==> src/rtl/tot_pkg.sv <==
package tot_pkg;
  typedef enum logic [1:0] {
    MS_IDLE  = 2'd0,
    MS_COUNT = 2'd1,
    MS_HELD  = 2'd2
  } meas_state_e;
endpackage

==> src/rtl/tot_meter.sv <==
module tot_meter
  import tot_pkg::*;
#(
  parameter int CNT_W   = 8,
  parameter int TOT_MAX = 250,
  parameter int PRESC   = 4
) (
  input  logic             clk,
  input  logic             rst_n,
  input  logic             layer_or,
  input  logic             trig,
  input  logic             tot_en,
  output logic             fill_en,
  output logic [CNT_W-1:0] fill_val,
  output logic             push_pend,
  output logic [CNT_W-1:0] push_val
);
  localparam int PRE_W = $clog2(PRESC);
  localparam logic [CNT_W-1:0] MAXV  = CNT_W'(TOT_MAX);
  localparam logic [PRE_W-1:0] PLAST = PRE_W'(PRESC - 1);

  meas_state_e      state_q;
  logic             or_s;
  logic [PRE_W-1:0] pre_q;
  logic [CNT_W-1:0] cnt_q;
  logic             sat_hit, fin, active;
  logic [CNT_W-1:0] fin_raw, push_raw;

  always_comb begin
    sat_hit  = (state_q == MS_COUNT) && or_s && (pre_q == PLAST) && (cnt_q == MAXV - 1'b1);
    fin      = (state_q == MS_COUNT) && (!or_s || sat_hit);
    fin_raw  = sat_hit ? MAXV : cnt_q;
    active   = ((state_q == MS_COUNT) && !fin) || ((state_q == MS_IDLE) && or_s);
    if (fin)                    push_raw = fin_raw;
    else if (state_q == MS_HELD) push_raw = MAXV;
    else                        push_raw = '0;
    fill_en   = fin;
    fill_val  = tot_en ? fin_raw : '0;
    push_pend = active;
    push_val  = (tot_en && !active) ? push_raw : '0;
  end

  always_ff @(posedge clk) begin
    if (!rst_n) begin
      or_s    <= 1'b0;
      state_q <= MS_IDLE;
      pre_q   <= '0;
      cnt_q   <= '0;
    end else begin
      or_s <= layer_or;
      unique case (state_q)
        MS_IDLE: if (or_s) begin
          state_q <= MS_COUNT;
          pre_q   <= PRE_W'(1);
          cnt_q   <= '0;
        end
        MS_COUNT: begin
          if (!or_s)       state_q <= MS_IDLE;
          else if (sat_hit) state_q <= MS_HELD;
          else begin
            pre_q <= (pre_q == PLAST) ? '0 : pre_q + 1'b1;
            if (pre_q == PLAST) cnt_q <= cnt_q + 1'b1;
          end
        end
        MS_HELD: if (!or_s) state_q <= MS_IDLE;
        default: state_q <= MS_IDLE;
      endcase
    end
  end
endmodule

==> src/rtl/tot_event_queue.sv <==
module tot_event_queue #(
  parameter int CNT_W = 8,
  parameter int DEPTH = 4
) (
  input  logic             clk,
  input  logic             rst_n,
  input  logic             push,
  input  logic             push_pend,
  input  logic [CNT_W-1:0] push_val,
  input  logic             fill_en,
  input  logic [CNT_W-1:0] fill_val,
  input  logic             pop_ready,
  output logic             out_valid,
  output logic [CNT_W-1:0] out_data,
  output logic             ovf_err,
  output logic [$clog2(DEPTH):0] occ
);
  localparam int PTR_W = $clog2(DEPTH);

  logic [CNT_W-1:0] val_q [DEPTH];
  logic [DEPTH-1:0] pend_q;
  logic [PTR_W-1:0] head_q, tail;
  logic [PTR_W:0]   cnt_q;
  logic             full, push_ok, pop;

  always_comb begin
    full      = (cnt_q == (PTR_W+1)'(DEPTH));
    push_ok   = push && !full;
    tail      = head_q + cnt_q[PTR_W-1:0];
    out_valid = (cnt_q != '0) && !pend_q[head_q];
    out_data  = val_q[head_q];
    pop       = out_valid && pop_ready;
    occ       = cnt_q;
  end

  for (genvar i = 0; i < DEPTH; i++) begin : g_slot
    always_ff @(posedge clk) begin
      if (!rst_n) begin
        pend_q[i] <= 1'b0;
        val_q[i]  <= '0;
      end else if (push_ok && (tail == PTR_W'(i))) begin
        pend_q[i] <= push_pend;
        val_q[i]  <= push_val;
      end else if (fill_en && pend_q[i]) begin
        pend_q[i] <= 1'b0;
        val_q[i]  <= fill_val;
      end
    end
  end

  always_ff @(posedge clk) begin
    if (!rst_n) begin
      head_q  <= '0;
      cnt_q   <= '0;
      ovf_err <= 1'b0;
    end else begin
      if (pop) head_q <= head_q + 1'b1;
      case ({push_ok, pop})
        2'b10:   cnt_q <= cnt_q + 1'b1;
        2'b01:   cnt_q <= cnt_q - 1'b1;
        default: cnt_q <= cnt_q;
      endcase
      if (push && full) ovf_err <= 1'b1;
    end
  end
endmodule

==> src/rtl/tot_event_tracker.sv <==
module tot_event_tracker #(
  parameter int CNT_W   = 8,
  parameter int TOT_MAX = 250,
  parameter int PRESC   = 4,
  parameter int DEPTH   = 4
) (
  input  logic             clk,
  input  logic             rst_n,
  input  logic             layer_or,
  input  logic             trig,
  input  logic             tot_en,
  input  logic             tot_ready,
  output logic             tot_valid,
  output logic [CNT_W-1:0] tot_data,
  output logic             ovf_err
);
  localparam int OCC_W = $clog2(DEPTH) + 1;

  logic             fill_en, push_pend;
  logic [CNT_W-1:0] fill_val, push_val;
  logic [OCC_W-1:0] occ;

  tot_meter #(.CNT_W(CNT_W), .TOT_MAX(TOT_MAX), .PRESC(PRESC)) u_meter (
    .clk(clk), .rst_n(rst_n), .layer_or(layer_or), .trig(trig), .tot_en(tot_en),
    .fill_en(fill_en), .fill_val(fill_val), .push_pend(push_pend), .push_val(push_val)
  );

  tot_event_queue #(.CNT_W(CNT_W), .DEPTH(DEPTH)) u_queue (
    .clk(clk), .rst_n(rst_n), .push(trig), .push_pend(push_pend), .push_val(push_val),
    .fill_en(fill_en), .fill_val(fill_val), .pop_ready(tot_ready),
    .out_valid(tot_valid), .out_data(tot_data), .ovf_err(ovf_err), .occ(occ)
  );
endmodule

==> config.mk <==
export PLATFORM = sky130hd
export DESIGN_NAME = tot_event_tracker
export DESIGN_NICKNAME = d
export VERILOG_FILES = /design/src/rtl/tot_pkg.sv /design/src/rtl/tot_meter.sv /design/src/rtl/tot_event_queue.sv /design/src/rtl/tot_event_tracker.sv
export SDC_FILE = /design/constraint.sdc
export NUM_CORES = 1
export LEC_CHECK = 0
export BUFFER_PORTS_ARGS = -buffer_cell sky130_fd_sc_hd__buf_4
export CAP_MARGIN = 0
export CORE_UTILIZATION = 60
export DETAILED_ROUTE_END_ITERATION = 12
export PLACE_DENSITY = 0.74
export SLEW_MARGIN = 10
export SYNTH_ARGS = -nofsm -noshare
export SYNTH_HDL_FRONTEND = slang
export SYNTH_SLANG_ARGS = --single-unit
==> constraint.sdc <==
create_clock -name clk -period 4.2 [get_ports clk]
set_input_delay 0.63 -clock clk [delete_from_list [all_inputs] [get_ports clk]]
set_output_delay 0.63 -clock clk [all_outputs]
set_load 0.01 [all_outputs]
## Word-level counts from Yosys, hierarchy flattened

Memories as Yosys holds them, arrays and structs flattened. A register that Yosys moved wholly into a read port is not among the register bits.
Index checks and enable logic that the tools add are counted.

| word-level totals | value |
|---|---|
| bits in writable memories | 32 |
| register bits after elaboration | 23 |
| logic and storage cells | 150 |
| memories | 1 |

| operators by class | value |
|---|---|
| order comparisons | 1 |
| $add $sub $neg | 6 |
| mux-type cells | 69 |
| bitwise logic cells | 8 |
| equal/unequal tests | 16 |
| reduce and logical (&&, ||, !) cells | 38 |

Memories:

| name | words | width | read ports | clocked after memory_dff | write ports | line | RTL |
|---|---|---|---|---|---|---|---|
| u_queue.val_q | 4 | 8 | 1 | 1 | 4 | tot_event_queue.sv:20 | `logic [CNT_W-1:0] val_q [DEPTH];` |

Operators with widths:

| operator | number |
|---|---|
| 2-to-1 mux 8 bit | 17 |
| 2-to-1 mux 1 bit | 38 |
| logical AND 1 bit | 19 |
| 2-to-1 mux 2 bit | 9 |
| one-hot mux 8 bit (2 select lines) | 1 |
| nonzero test 2 bit | 6 |
| equality test 2 bit, second input constant | 5 |
| adder 8 x 1 -> 8 bit, second input constant | 1 |
| equality test 8 bit, second input constant | 1 |
| OR 1 bit | 8 |
| equality test 2 x 1 -> 1 bit, second input constant | 3 |
| != test 2 bit, second input constant | 3 |
| one-hot mux 2 bit (3 select lines) | 1 |
| one-hot mux 3 bit (2 select lines) | 1 |
| zero test 1 bit | 5 |
| AND reduction 5 bit | 1 |
| adder 2 x 1 -> 2 bit, second input constant | 2 |
| zero test 2 bit | 2 |
| != test 2 x 1 -> 1 bit, second input constant | 2 |
| one-hot mux 2 bit (2 select lines) | 1 |
| AND reduction 4 bit | 1 |
| adder 3 x 1 -> 3 bit, second input constant | 1 |
| equality test 3 bit, second input constant | 1 |
| < comparator 2 x 3 -> 1 bit, second input constant | 1 |
| other kinds (7) | 8 |

## Longest topological paths before layout

Gate-level depths: netlist (run 1).

| depth | value |
|---|---|
| depth in word-level cells | 14 |
| mapped depth | 8 |
| gate-level depth less buffers | 8 |

## Hierarchy

From an unflattened synthesis (run 1), not the netlist that was laid out.

| second synthesis, totals | value |
|---|---|
| cells, all modules | 299 |
| area total of the unflattened synthesis | 3245.6 um2 |

Modules (own cells, without submodules):

| module | area each (um2) | cells an instance | instances |
|---|---|---|---|
| tot_event_queue | 2398.6 | 198 | 1 |
| tot_meter | 847.1 | 101 | 1 |

## Worst setup path after synthesis (run 1)

OpenSTA, ideal clock, no wires.

| timing | value |
|---|---|
| path type | register to register |
| start point | reg u_queue.head_q[0] |
| end point | reg u_queue.cnt_q[2], in the netlist u_queue.occ[2] |
| clock period less this slack | 2446 ps |
| data arrival time | 2370 ps |
| setup time | 76 ps |
| required time | 4124 ps |
| stages on the path, launching flop included | 9 |
| path buffers | 0 |
| setup slack | 1754 ps |
| path through | dfxtp_1 mux4_2 nor3b_2 ha_1 inv_1 fa_1 xor2_1 or3_1 a21boi_0 |

| between the ends | value |
|---|---|
| cells in the longest elaborated chain, start to end | 7 |
| elaborated cells on any way between the ends | 9 |
| those cells by class | eq/ne (2); mux (3); reduce/logical (4) |

Ends and longest elaborated chain:

| what | line | RTL |
|---|---|---|
| start: declaration | tot_event_queue.sv:22 | `logic [PTR_W-1:0] head_q, tail;` |
| start signal: assignment | tot_event_queue.sv:57 | `if (pop) head_q <= head_q + 1'b1;` |
| binary-select mux 1 bit (select 2 bit) (*) | tot_event_queue.sv:30 | `out_valid = (cnt_q != '0) && !pend_q[head_q];` |
| 2-to-1 mux 1 bit (implied by the code) (*) | tot_event_queue.sv:30 |  |
| zero test 1 bit (*) | tot_event_queue.sv:30 |  |
| logical AND 1 bit (*) | tot_event_queue.sv:30 |  |
| logical AND 1 bit (*) | tot_event_queue.sv:32 | `pop = out_valid && pop_ready;` |
| net u_queue.pop | tot_event_queue.sv:24 | `logic full, push_ok, pop;` |
| equality test 2 x 1 -> 1 bit or equality test 2 bit (tied branches) | tot_event_queue.sv:58 | `case ({push_ok, pop})` |
| one-hot mux 3 bit (2 select lines) or nonzero test 2 bit (tied branches) | n/a |  |
| end signal: assignment | tot_event_queue.sv:59 | `2'b10: cnt_q <= cnt_q + 1'b1;` |
| end signal: assignment | tot_event_queue.sv:60 | `2'b01: cnt_q <= cnt_q - 1'b1;` |
| end signal: assignment | tot_event_queue.sv:61 | `default: cnt_q <= cnt_q;` |
| end: declaration | tot_event_queue.sv:23 | `logic [PTR_W:0] cnt_q;` |

The timed path passes the listed nets; every way through them passes the cells marked *. The select of a mux whose other input is x is not followed.
A chain may end at the register's enable or synchronous reset.

==> results of run 1 <==
stage by stage:
stage                     total power, mW  instance area [um2]  instances  worst slack, ns
after floorplan                      1.14                 3160        294             1.75
after detailed placement             1.31                 3290        362             1.54
after global placement               1.29                 3290        362             1.66
after CTS                            1.79                 3480        378             1.52
final                                1.78                 3480        378             1.47
after global routing                 1.88                 3480        378             1.20
registers in the layout, indices dropped and copies added, names as in the netlist, named ones only:
register         cells
u_meter.cnt_q        8
u_meter.or_s         1
u_meter.pre_q        2
u_meter.state_q      2
u_queue.head_q       2
u_queue.occ          3
u_queue.ovf_err      1
u_queue.pend_q       4
u_queue.val_q       32
worst min-delay path by stage:
stage / from / end / slack (ns) / cells past startpoint
after global placement: u_meter.pre_q[1]$_SDFFE_PN0P_ / u_meter.pre_q[1]$_SDFFE_PN0P_ / 0.46 / 2
after CTS: u_meter.pre_q[1]$_SDFFE_PN0P_ / u_meter.pre_q[1]$_SDFFE_PN0P_ / 0.48 / 2
final: u_meter.pre_q[1]$_SDFFE_PN0P_ / u_meter.pre_q[1]$_SDFFE_PN0P_ / 0.48 / 2
after floorplan: u_meter.pre_q[1]$_SDFFE_PN0P_ / u_meter.pre_q[1]$_SDFFE_PN0P_ / 0.45 / 2
after global routing: layer_or / u_meter.or_s$_SDFF_PN0_ / 0.50 / 2
after detailed placement: u_meter.pre_q[1]$_SDFFE_PN0P_ / u_meter.pre_q[1]$_SDFFE_PN0P_ / 0.47 / 2
Yosys cell counts (4+ instances only):
master,n
sky130_fd_sc_hd__clkbuf_1,10
sky130_fd_sc_hd__nor2_1,7
sky130_fd_sc_hd__or3_1,4
sky130_fd_sc_hd__buf_2,6
sky130_fd_sc_hd__nor2b_1,4
sky130_fd_sc_hd__o21ai_0,5
sky130_fd_sc_hd__nor3b_1,4
sky130_fd_sc_hd__and2_1,8
sky130_fd_sc_hd__o211ai_1,4
sky130_fd_sc_hd__ha_1,5
sky130_fd_sc_hd__inv_1,11
sky130_fd_sc_hd__o21ai_1,13
sky130_fd_sc_hd__or4_1,4
sky130_fd_sc_hd__nand2b_1,5
sky130_fd_sc_hd__nand4_1,4
sky130_fd_sc_hd__edfxtp_1,32
sky130_fd_sc_hd__mux4_2,9
sky130_fd_sc_hd__nor3_1,4
sky130_fd_sc_hd__a31oi_1,6
sky130_fd_sc_hd__a21boi_1,7
sky130_fd_sc_hd__nand2_1,25
sky130_fd_sc_hd__nand3_1,18
sky130_fd_sc_hd__dfxtp_1,25
sky130_fd_sc_hd__a21oi_1,12
worst max-delay path: cells and delay by family (launching register included):
family	cells	cell delay, ns
flip-flops	1	0.45
AND/OR/NAND/NOR	2	0.50
adder cells (fa/ha/maj)	1	0.21
AO/OA/AOI/OAI	2	1.21
layout by cell type, fill, tap and decap left out, types with 4 or more instances in the layout:
master                      n
sky130_fd_sc_hd__edfxtp_1  32
sky130_fd_sc_hd__nand2_1   25
sky130_fd_sc_hd__dfxtp_1   25
sky130_fd_sc_hd__nand3_1   18
sky130_fd_sc_hd__buf_4     16
sky130_fd_sc_hd__o21ai_1   13
sky130_fd_sc_hd__a21oi_1   12
sky130_fd_sc_hd__inv_1     11
sky130_fd_sc_hd__mux4_2     9
sky130_fd_sc_hd__clkbuf_8   9
sky130_fd_sc_hd__and2_1     8
sky130_fd_sc_hd__nor2_1     7
sky130_fd_sc_hd__a21boi_1   7
sky130_fd_sc_hd__a31oi_1    6
sky130_fd_sc_hd__nand2b_1   5
sky130_fd_sc_hd__o21ai_0    5
sky130_fd_sc_hd__ha_1       5
sky130_fd_sc_hd__nor3_1     4
sky130_fd_sc_hd__nor2b_1    4
sky130_fd_sc_hd__nand4_1    4
sky130_fd_sc_hd__or4_1      4
sky130_fd_sc_hd__o211ai_1   4
sky130_fd_sc_hd__nor3b_1    4
sky130_fd_sc_hd__or3_1      4
cell families after synthesis:
logic type / Yosys count / share of synthesized area
adder cells (fa/ha/maj): 6 / 0.0261
buffers and inverters: 29 / 0.0372
AO/OA/AOI/OAI: 77 / 0.168
multiplexers: 10 / 0.0674
XOR/XNOR: 6 / 0.0261
AND/OR/NAND/NOR: 109 / 0.212
flip-flops: 57 / 0.463
area by class of cell:
type / count / area [um2] / share of cell area
Clock buffer: 10 / 128 / 0.0367
Clock inverter: 6 / 58.8 / 0.0169
Inverter: 11 / 41.3 / 0.0119
Multi-Input combinational cell: 208 / 1580 / 0.454
Sequential cell: 57 / 1460 / 0.420
Tap cell: 70 / 87.6 / 0.0252
Timing Repair Buffer: 16 / 120 / 0.0346
metal layers:
metal,global-route usage,vias up,share of wire
li1,-,1165,-
met1,0.372,1195,0.45
met2,0.442,107,0.47
met3,0.0827,16,0.059
met4,0.107,0,0.021
met5,0,-,0
power groups by stage:
| stage | logic, mW | registers [mW] | clock network (mW) |
|---|---|---|---|
| 2_1_floorplan | 0.403 | 0.738 | 0 |
| 6_report | 0.525 | 0.772 | 0.486 |
| 4_1_cts | 0.524 | 0.773 | 0.494 |
| 3_5_place_dp | 0.523 | 0.784 | 0 |
| 3_3_place_gp | 0.509 | 0.779 | 0 |
| 5_1_grt | 0.576 | 0.785 | 0.518 |
==> flow_results.org, run 1 <==
** Run status
- Outcome :: finished clean

** Finish
- Net count, final :: 315
- Core occupancy in the finished layout :: 0.685
- After filler insertion, the fill cell instance count of the layout stands at approximately 410.
- ANT cells :: 0
- Of the cells placed in the final design, the portion with a size suffix greater than 1 is 0.156.
- Layout overhead on the synthesized area :: 10.1%

** Routing
- For this block, the initial DRC count from the detailed router was 201.
- Post-detailed-route wirelength per cell :: 18.7 um
- Number of vias per cell after detailed routing :: 6.57
- Overall via count from detail_route :: 2483
- Final routed wirelength across all metal layers :: between 7000 and 8000 um
- Before antenna repair, the detailed router went through 4 iterations.
- In the routed design, unresolved DRC markers number 0.
- Remaining antenna violation count :: 0

** Timing
- Final hold slack :: between 0.4 and 0.5 ns
- Remaining max-slew budget at the tightest pin :: 0.414
- Setup violations remaining at the end of the flow were counted as 0.
- On the final layout, the worst clock skew is a little over 0.008 ns.
- Dividing the final minimum period by the clock period gives 0.650.
- In the final timing run, aggregate negative setup slack is 0 ns.
- Minimum clock period after layout :: 2.73 ns
- Setup repair after global routing left no endpoint under its margin.
- At the pin with the least slew margin, the transition time is 0.875 ns.
- Static timing analysis puts the maximum clock frequency at 366 MHz.
- Final count of pins violating max slew :: 0
- The final hold violation count is 0.

** Clock network
- Number of sinks on the clock net :: 57
- CTS max path bufs :: 2
- Gates resized during post-CTS repair numbered 0.
- Cell chosen for the clock root :: sky130_fd_sc_hd__clkbuf_8
- Clock transition at the register clock pins on the worst setup and hold paths after CTS :: about 0.06 ns
- TritonCTS clock tree :: built
- Postcts setup bufs :: 0
- Number of buffers inserted during clock tree synthesis :: 9
- At the later pin of the worst-skew pair, clock insertion delay measures 0.35 ns.
- Buffers inserted to repair hold after CTS numbered 0.
- The H-tree was split into 3 levels.

** Power and ir drop
- For this design the ratio of total power to cell area is slightly above 500 nW/um2.
- Comb pwr share :: 0.295
- Fraction of power spent switching nets :: 0.323
- Switching power summed over all nets :: about 0.58 mW
- Power share of the clock group :: 0.273
- The share of total power dissipated in sequential elements is 0.433.
- Leakage power of the design :: 1.13 nW
- The internal portion of the total power is 1.21 mW.
- Peak VDD IR :: 0.393 mV

** Setup path
- Worst Path Max Fanout :: 16
- STA puts the critical path data required time at 4.18 ns.
- Startpoint class of the critical path :: register
- In this run the worst setup path terminates at u_queue.val_q[0][7]$_DFFE_PP_.
- Setup slack on the worst reg-to-reg path comes out at 1.47 ns.
- CP cell instances :: ha_1, nand4b_1, o21ai_2, nand2_1, o21ai_1
- The worst setup path is captured at a register.
- The largest single stage delay on the critical path is around 0.62 ns.
- In this run the critical register-to-register path is captured at u_queue.val_q[0][7]$_DFFE_PP_.
- The critical path is of the register to register type.
- The critical path starts at u_meter.cnt_q[0]$_SDFFE_PN0P_.
- Cell depth of the worst flop-to-flop path :: 5
- Slowest CP cell :: sky130_fd_sc_hd__o21ai_1
- Data arrival time at the worst-slack endpoint :: 2.71 ns
- Reg-to-reg critical path startpoint :: u_meter.cnt_q[0]$_SDFFE_PN0P_

** Yosys
- Counting distinct cell types in the post-synthesis netlist gives between 60 and 70.
- Number of enable-type register cells in the synthesized netlist :: 32
- The mapped netlist covers 3160 um2.
- Synthesis handed over a netlist of 294 instances.
- Of the synthesized area, sequential elements account for 0.463.
- Nets in the synthesized netlist :: 306
- Yosys printed 0 warnings.
- The largest total area in the synthesized netlist belongs to sky130_fd_sc_hd__edfxtp_1.
- Ranking of synthesized cells by area :: sky130_fd_sc_hd__edfxtp_1, sky130_fd_sc_hd__dfxtp_1, sky130_fd_sc_hd__mux4_2
- Of the post-synthesis cell area, the dominant cell type holds 0.304.
- In the synthesized netlist the dominant register cell turns out to be sky130_fd_sc_hd__edfxtp_1.
- Mapped Avg Cell Area :: 10.7 um2
- Synth Register Bits :: 57
- For this run, asynchronously set or reset flops after synthesis account for 0.

** Floorplan
- Starting density of the core :: 0.622
- Die W :: 74.6 um
- In this run the standard cell core region covers between 5000 and 6000 um2.
- The floorplan has 26 rows.
- For this design the top-level I/O count stands at 16.
- The die covers 5560 um2.
- Measured along the y axis, the die boundary spans about 75 um.

** GRT
- For this run, the total global-route usage over all layers was measured as 0.283.
- Maximum number of pins on one net before global-route repair :: 41
- Antenna violations before repair :: 0
- Global-route wire length before repair :: 11200 um
- The total overflow left after global routing is 0.
- Via count of the first global-routing pass :: roughly 2300

** Placement
- The congestion estimate from routability-driven global placement came to 0.912.
- Port buffering added 15 buffers.
- Once detailed placement completed, the half-perimeter wirelength came to 5040 um.

** Job
- Max-cap violations :: 0

** Worst hold path
- In this run the worst hold path is classified as register to register.
Power figures use the tool's default switching activity.
==> run 2: changes to the inputs <==
ABC_AREA = 1   (was default)
CORE_UTILIZATION = 55   (was 60)
PLACE_DENSITY = 0.72   (was 0.74)
clock period = 2.3 ns   (was 4.2 ns; I/O delays follow)
==> flow_results.org, run 2 <==
** Run status
- Outcome :: finished clean

** Yosys
- The number of instances in the synthesized netlist was 421 (+43%).
- Netlist area before placement :: 3130 um2 (-0.75%)
- The share of synthesized cell area in full adder, half adder and majority cells came to 0.0263 (+0.000198).
- Async set or reset register ratio after synthesis :: 0 (unchanged)
- The area fraction in compound gates after synthesis is 0.0998 (-0.0686).
- Sequential cell area fraction in the yosys report :: 0.466 (+0.00351)
- In the post-synthesis netlist, the cell with the most instances is sky130_fd_sc_hd__nand2_1.
- The number of flops mapped to enable cells by yosys is 32 (unchanged).
- Portion of synthesized cell area occupied by the leading cell type :: 0.307 (+0.00231)
- Mapped Avg Cell Area :: 7.44 um2 (-31%)
- Yosys top cell by area :: sky130_fd_sc_hd__edfxtp_1
- Synth warnings :: 0 (unchanged)
- XOR/XNOR Fraction of Synth Area :: 0.00279 (-0.0234)
- The distinct cell type count after synthesis is 24 (-62%).
- Ranking of synthesized cells by area :: sky130_fd_sc_hd__edfxtp_1, sky130_fd_sc_hd__nand2_1, sky130_fd_sc_hd__dfxtp_1
- Top flip-flop cell by instance count after synthesis :: sky130_fd_sc_hd__edfxtp_1
- Simple logic cell fraction of the synthesized area :: 0.331 (+0.119)
- The register bit total from synthesis came to 57 (unchanged).
- In the synthesized netlist, the cells that appear most often are sky130_fd_sc_hd__nand2_1, sky130_fd_sc_hd__inv_1, sky130_fd_sc_hd__nor2_1.
- Mux share of post-synthesis cell area :: 0 (-0.0674)
- Main combinational cell family by area after synthesis :: simple AND/OR/NAND/NOR gates
- The post-synthesis net count was 433 (+42%).

** Floorplan
- The effective utilization at floorplan came to 0.569 (-0.0531).
- The placeable core area is 5510 um2 (+8.5%).
- The number of placed I/O pins was 16 (unchanged).
- Die Y-Extent :: 77.5 um (+3.9%)
- The number of placement rows is 27 (+3.8%).
- Die area :: 6000 um2 (+8.0%)
- Die W :: 77.5 um (+3.9%)

** Finish
- Leading cell type in the layout, fill and taps excluded :: sky130_fd_sc_hd__nand2_1
- ANT cells :: 0 (unchanged)
- Filler cell count in the final layout :: 502 (+24%)
- Largest register by flop count :: u_queue.val_q
- The largest registers in the layout are u_queue.val_q: 32 flops, u_meter.cnt_q: 8 flops, u_queue.pend_q: 4 flops.
- Core occupancy in the finished layout :: 0.637 (-0.0476)
- Compared with the post-synthesis result, the final layout area differs by 12.0%.
- The cell area after layout is 3510 um2 (+0.97%).
- Share of post-route cells with drive strength above 1 :: 0.130 (-0.0258)
- The net total in the final layout came to 453 (+44%).
- Final standard cell count with taps included and fillers excluded :: 518 (+37%)
- The flip-flop count of the largest register, all copies and words added is 32 (unchanged).
- Top library cells by usage in the layout, fill and taps aside :: sky130_fd_sc_hd__nand2_1, sky130_fd_sc_hd__inv_1, sky130_fd_sc_hd__nor2_1

** Setup path
- Traced cell by cell, the critical path runs through inv_1, nand2_1, nand3_1, nand2_1, nand3_2, inv_1, ha_1, inv_1, fa_1, a21oi_1, o21ai_0, o21ai_0, a21oi_1.
- Launch point of the worst path :: u_queue.head_q[0]$_SDFFE_PN0P_
- Worst reg2reg endpoint :: u_queue.occ[2]$_SDFFE_PN0P_
- Critical Path Sink Type :: register
- The worst setup path is launched from a register.
- Worst setup path endpoint :: u_queue.occ[2]$_SDFFE_PN0P_
- Max stage delay on crit path :: 0.38 ns (-0.24 ns)
- On the critical path, the stage with the largest delay is an instance of sky130_fd_sc_hd__fa_1.
- Path type of the worst setup path :: register to register
- The arrival time of the worst setup path was 2.28 ns (-0.43 ns).
- WP data required :: 2.53 ns (-1.65 ns)
- Counting stages on the worst path, the most repeated cell is sky130_fd_sc_hd__inv_1.
- Reg-to-reg critical path startpoint :: u_queue.head_q[0]$_SDFFE_PN0P_
- Register-to-register setup slack :: 0.25 ns (-1.22 ns)
- Worst Path Max Fanout :: 6 (-10)
- The depth of the worst register-to-register path was 13 (+8).

** Routing
- Post-detailed-route wirelength per cell :: 13.0 um (-30%)
- # DRC :: 0 (unchanged)
- The number of antenna-violating nets in the routed design is 0 (unchanged).
- Number of vias per cell after detailed routing :: 5.22 (-20%)
- Overall via count from detail_route :: 2706 (+9.0%)
- The post-detailed-routing wire length is 6740 um (-4.7%).
- Detailed-routing iteration count for the pre-antenna-repair pass :: 6 (+2)
- The number of DRC markers after the initial detailed-route iteration came to 165 (-18%).

** Timing
- Final count of pins violating max slew :: 0 (unchanged)
- The final sum of negative setup slack is 0 ns (unchanged).
- The final clock period utilization by the worst path is 0.892 (+0.242).
- The worst hold slack across all endpoints was 0.182 ns (-0.294 ns).
- The final critical path time including I/O delays and setup came to 2.05 ns (-0.679 ns).
- The final hold violation count was 0 (unchanged).
- The setup violation total in the final timing report was 0 (unchanged).
- Setup repair after global routing left no endpoint under its margin.
- Achievable frequency :: 488 MHz (+33%)
- The worst slew slack as a fraction of its limit was 0.679 (+0.265).
- Setup clock skew after layout :: 0.00702 ns (-0.00110 ns)
- Worst setup margin :: 0.249 ns (-1.22 ns)
- The actual transition at the worst max-transition pin is 0.478 ns (-0.397 ns).

** Clock network
- Postcts setup bufs :: 0 (unchanged)
- The number of H-tree levels came to 3 (unchanged).
- TritonCTS clock tree :: built
- Clock transition at the register clock pins on the worst setup and hold paths after CTS :: 0.06 ns (about the same)
- Clock insertion delay at the later pin of the skew report :: 0.35 ns (about the same)
- Number of sinks on the clock net :: 57 (unchanged)
- CTS placed an instance of sky130_fd_sc_hd__clkbuf_8 at the clock tree root.
- CTS max path bufs :: 2 (unchanged)
- Number of buffers inserted during clock tree synthesis :: 9 (unchanged)

** Placement
- The post-placement cell area is 3310 um2 (+0.76%).
- The half-perimeter wire length of the detailed placement result came to 4870 um (-3.4%).
- The pre-CTS worst setup slack came to 0.183 ns (-1.35 ns).
- The total instance count after detailed placement was 502 (+39%).
- Final estimated routing congestion in global placement :: 0.860 (-5.7%)
- Count of port buffers added during placement :: 15 (unchanged)

** Power and ir drop
- The share of total power in combinational logic came to 0.286 (-0.009).
- Switching power summed over all nets :: 1.03 mW (+79%)
- Internal power :: 2.09 mW (+73%)
- Final Power :: 3.12 mW (+75%)
- The ratio of total power to cell area came to 889 nW/um2 (+73%).
- Sequential cell fraction of total power :: 0.422 (-0.011)
- The worst-case vdd ir drop was 0.543 mV (+38%).
- The switching share of power was 0.330 (+0.00693).
- Power share of the clock group :: 0.292 (+0.019)
- The static power due to leakage was 1.51 nW (+34%).

** Worst hold path
- The path class of the tightest hold or removal check is primary input to register.

** Job
- Max-cap violations :: 0 (unchanged)

** GRT
- The overall overflow remaining after global route was 0 (unchanged).
- The maximum number of pins on one net before global-route repair came to 18 (-56%).
- The all-layer global routing usage came to 0.254 (-0.0289).
- The number of antenna violations at the first check in global routing came to 0 (unchanged).
- Via count of the first global-routing pass :: 2404 (+6.8%)
- Global-route wire length before repair :: 11400 um (+1.8%)
run 2: cell types whose count changed after synthesis, sizes merged, moves of 7 or more:
cell / delta
nand2: +121
mux4: -9
a31oi: -7
and2: -8
nor2: +52
nand3: +7
clkbuf: -7
o21ai: +14
inv: +43
a21boi: -8
run 2: worst min-delay path by stage:
| stage | slack, ns | start | endpoint | depth (start not counted) |
|---|---|---|---|---|
| 5_1_grt | 0.19 | layer_or | u_meter.or_s$_SDFF_PN0_ | 3 |
| 3_3_place_gp | 0.44 | u_queue.ovf_err$_SDFFE_PN0P_ | u_queue.ovf_err$_SDFFE_PN0P_ | 2 |
| 3_5_place_dp | 0.45 | u_queue.ovf_err$_SDFFE_PN0P_ | u_queue.ovf_err$_SDFFE_PN0P_ | 2 |
| 6_report | 0.18 | layer_or | u_meter.or_s$_SDFF_PN0_ | 3 |
| 2_1_floorplan | 0.44 | layer_or | u_meter.or_s$_SDFF_PN0_ | 2 |
| 4_1_cts | 0.18 | layer_or | u_meter.or_s$_SDFF_PN0_ | 3 |
run 2: layout make-up:
type	instances	area, um2	area share
Tap cell	72	90.1	0.0257
Inverter	54	203	0.0578
Clock inverter	4	43.8	0.0125
Multi-Input combinational cell	303	1450	0.412
Timing Repair Buffer	16	120	0.0342
Clock buffer	12	145	0.0414
Sequential cell	57	1460	0.417
run 2: kinds of logic (layout without fill, tap and decap cells):
family,after synthesis,count (layout)
adder cells (fa/ha/maj),6,6
AND/OR/NAND/NOR,236,236
AO/OA/AOI/OAI,60,60
XOR/XNOR,1,1
buffers and inverters,61,86
flip-flops,57,57
run 2: worst max-delay path: cells and delay by family (launching register included):
kind	cells	cell delay, ns
AOI/OAI and AO/OA	4	0.47
adders and majority gates	2	0.52
and+or+nand+nor	4	0.34
DFF	1	0.36
buffers and inverters	3	0.26
run 2: per-layer routing:
| metal | up-vias | GRT usage | share of wire |
|---|---|---|---|
| met5 | - | 0 | 0 |
| met4 | 0 | 0.155 | 0.022 |
| met3 | 13 | 0.0459 | 0.051 |
| met2 | 66 | 0.391 | 0.46 |
| met1 | 1232 | 0.331 | 0.46 |
| li1 | 1395 | - | - |
run 2: timing repair:
action,4_1_cts,5_1_grt
resized for setup,0,2
endpoints found under the setup margin,0,1
hold buffers,0,0
endpoints found under the hold margin,0,0
run 2: power by group through the flow:
stage                     Combinational, mW  Clock, mW  Sequential (mW)
after floorplan                       0.576          0             1.32
after global placement                0.861          0             1.33
after detailed placement              0.879          0             1.34
after CTS                             0.884      0.921             1.32
after global routing                  0.999      0.967             1.34
final                                 0.893      0.912             1.32
==> run 3: changes to the inputs <==
CELL_PAD_IN_SITES_DETAIL_PLACEMENT = 1   (was default)
CELL_PAD_IN_SITES_GLOBAL_PLACEMENT = 1   (was default)
CORE_UTILIZATION = 41   (was 55)
==> flow_results.org, run 3 (same netlist as run 2, synthesis figures left out) <==
** Placement
- Half-perimeter wire length after placement :: 6160 um (+27%)
- The pre-CTS worst setup slack is 0.0868 ns (-0.0962 ns).
- Final estimated routing congestion in global placement :: 0.843 (-2.0%)
- Count of port buffers added during placement :: 15 (unchanged)

** Timing
- Worst Max-Slew Pin Slew :: 0.458 ns (-0.0203 ns)
- Setup-violating endpoint count in the final report :: 0 (unchanged)
- The worst slew slack as a fraction of its limit came to 0.694 (+0.0156).
- The final critical path time including I/O delays and setup came to 2.06 ns (+0.00940 ns).
- Unrepaired setup endpoints after global routing :: false
- Final count of pins violating max slew :: 0 (unchanged)
- Setup clock skew after layout :: 0.0131 ns (+0.00604 ns)
- Achievable frequency :: 485 MHz (-0.46%)
- Period utilization :: 0.896 (+0.00409)
- Final hold vios :: 0 (unchanged)
- The final worst-path setup slack came to 0.240 ns (-0.00940 ns).
- The final sum of negative setup slack is 0 ns (unchanged).

** GRT
- Antenna violations before repair :: 0 (unchanged)
- Via count of the first global-routing pass :: 2711 (+13%)
- The overall overflow remaining after global route is 0 (unchanged).
- The maximum number of pins on one net before global-route repair is 18 (unchanged).
- The global-route wire length before repair was 13400 um (+17%).
- Global Route Usage Sum :: 0.226 (-0.0272)

** Routing
- The number of antenna-violating nets in the routed design is 0 (unchanged).
- The per-cell via count in the routed design is 4.97 (-5.0%).
- The total iterations of the first detailed-routing run came to 4 (-2).
- The routed via count came to 2721 (+0.55%).
- DRC violation total after the first TritonRoute iteration :: 45 (-73%)
- Final routed wirelength across all metal layers :: 8100 um (+20%)
- Post-detailed-route wirelength per cell :: 14.8 um (+14%)
- # DRC :: 0 (unchanged)

** Floorplan
- Die area :: 8000 um2 (+33%)
- Starting density of the core :: 0.428 (-0.142)
- The placeable core area was 7330 um2 (+33%).
- Die W :: 89.4 um (+15%)
- Number of top-level pins :: 16 (unchanged)
- The die outline height is 89.4 um (+15%).
- Placement row count :: 31 (+15%)

** Finish
- The net total in the final layout came to 456 (+0.66%).
- Leaving out fill and tap cells, the most frequent cells in the layout are sky130_fd_sc_hd__nand2_1, sky130_fd_sc_hd__inv_1, sky130_fd_sc_hd__nor2_1.
- The diode insertion count for antenna repair is 0 (unchanged).
- Total area of multi-input combinational cells :: 1450 um2 (+0.17%)
- Leading cell type in the layout, fill and taps excluded :: sky130_fd_sc_hd__nand2_1
- The flip-flop count of the largest register, all copies and words added is 32 (unchanged).
- In the final layout, the registers with the most flip-flops are u_queue.val_q: 32 flops, u_meter.cnt_q: 8 flops, u_queue.pend_q: 4 flops.
- The share of final-layout standard cells stronger than drive strength 1 is 0.140 (+0.0103).
- The total of fill cells in the finished design is 940 (+87%).
- Seq. cell area :: 1470 um2 (+0.17%)
- The register with the most flip-flops in the final layout is u_queue.val_q.
- Layout overhead on the synthesized area :: 13.7%

** Setup path
- Path type of the worst setup path :: register to register
- On the critical path, the stage with the largest delay is an instance of sky130_fd_sc_hd__dfxtp_1.
- The endpoint identified for the worst register-to-register timing path is u_queue.val_q[2][7]$_SDFFCE_PN0P_.
- In this run the worst setup path terminates at u_queue.val_q[2][7]$_SDFFCE_PN0P_.
- Register-to-register setup slack :: 0.24 ns (about the same)
- Reg-to-reg critical path startpoint :: u_meter.cnt_q[1]$_SDFFE_PN0P_
- The required time of the critical path came to 2.30 ns (-0.23 ns).
- Tracing the worst setup path back leads to its startpoint at u_meter.cnt_q[1]$_SDFFE_PN0P_.
- STA classifies the critical path endpoint as a register.
- CP most frequent cell :: sky130_fd_sc_hd__nand2_1
- Startpoint class of the critical path :: register
- Data arrival time at the worst-slack endpoint :: 2.06 ns (-0.22 ns)
- The delay of the slowest critical-path stage was 0.33 ns (-0.05 ns).
- Cell depth of the worst flop-to-flop path :: 10 (-3)
- Worst Path Max Fanout :: 9 (+3)
- The signal on the critical path passes through inv_1, ha_1, nand2_1, nor2_2, nand3_4, nand2_4, nand2_1, nand2_1, nand2_2, nand2_1.

** Clock network
- Number of buffers inserted during clock tree synthesis :: 9 (unchanged)
- The number of sinks handled by clock tree synthesis was 57 (unchanged).
- The worst-case clock buffer depth is 2 (unchanged).
- The post-CTS setup repair buffer count was 0 (unchanged).
- The number of H-tree levels is 3 (unchanged).
- TritonCTS built the clock tree.
- Clock insertion delay at the later pin of the skew report :: 0.34 ns (about the same)
- Cell chosen for the clock root :: sky130_fd_sc_hd__clkbuf_8
- The clock transition at the register clock pins on the worst setup and hold paths after CTS was 0.07 ns (about the same).

** Worst hold path
- Min-delay src :: layer_or
- Hold Path Class :: primary input to register

** Power and ir drop
- Peak VDD IR :: 0.467 mV (-14%)
- Leakage power of the design :: 1.52 nW (+0.72%)
- The ratio of total power to cell area came to 882 nW/um2 (-0.80%).

** Job
- The max-capacitance violation count is 0 (unchanged).

** Run status
- Outcome :: finished clean
-- run 3: metrics by stage --
stage          cell area (um2)   util  std cells  power (mW)  hold WS, ns
2_1_floorplan             3130      -        421        1.90        0.443
3_3_place_gp              3370  0.460        532        2.23        0.443
3_5_place_dp              3370  0.460        532        2.26        0.454
4_1_cts                   3550  0.484        548        3.16        0.181
5_1_grt                   3560  0.486        548        3.35        0.194
6_report                  3560  0.486        548        3.14        0.188
-- run 3: worst max-delay path, delay by kind of cell, from the launching register on --
| kind | cells | cell delay (ns) |
|---|---|---|
| and+or+nand+nor | 8 | 1.10 |
| DFF | 1 | 0.33 |
| buffers and inverters | 1 | 0.13 |
| adders and majority gates | 1 | 0.16 |
-- run 3: layer usage --
metal	vias to the layer above	global-route usage	wire, um
met2	29	0.383	3920
met4	0	0.0880	126
met1	1283	0.285	3890
met5	-	0	0
li1	1401	-	-
met3	8	0.0443	172
-- run 3: power by group --
| group | internal, mW | switching, mW | total, mW |
|---|---|---|---|
| clock | 0.492 | 0.403 | 0.894 |
| sequential | 1.25 | 0.0811 | 1.33 |
| combinational | 0.329 | 0.591 | 0.920 |
| total | 2.07 | 1.08 | 3.14 |
-- run 3: repair_timing --
item                       in CTS  in global routing
hold buffers                    0                  0
setup endpoints to repair       0                  1
gates resized for setup         0                  7
-- run 3: final cells by class --
type | instances | share of cell area
Sequential cell | 57 | 0.411
Multi-Input combinational cell | 303 | 0.406
Inverter | 54 | 0.0569
Timing Repair Buffer | 19 | 0.0400
Clock buffer | 11 | 0.0369
Tap cell | 99 | 0.0348
Clock inverter | 5 | 0.0137
-- run 3: how the worst min path moves through the flow --
stage               slack (ns)  depth (start not counted)                            to
finish                    0.19                          3       u_meter.or_s$_SDFF_PN0_
global route              0.19                          3       u_meter.or_s$_SDFF_PN0_
CTS                       0.18                          3       u_meter.or_s$_SDFF_PN0_
detailed placement        0.45                          2  u_queue.ovf_err$_SDFFE_PN0P_
global placement          0.44                          2  u_queue.ovf_err$_SDFFE_PN0P_
floorplan                 0.44                          2       u_meter.or_s$_SDFF_PN0_
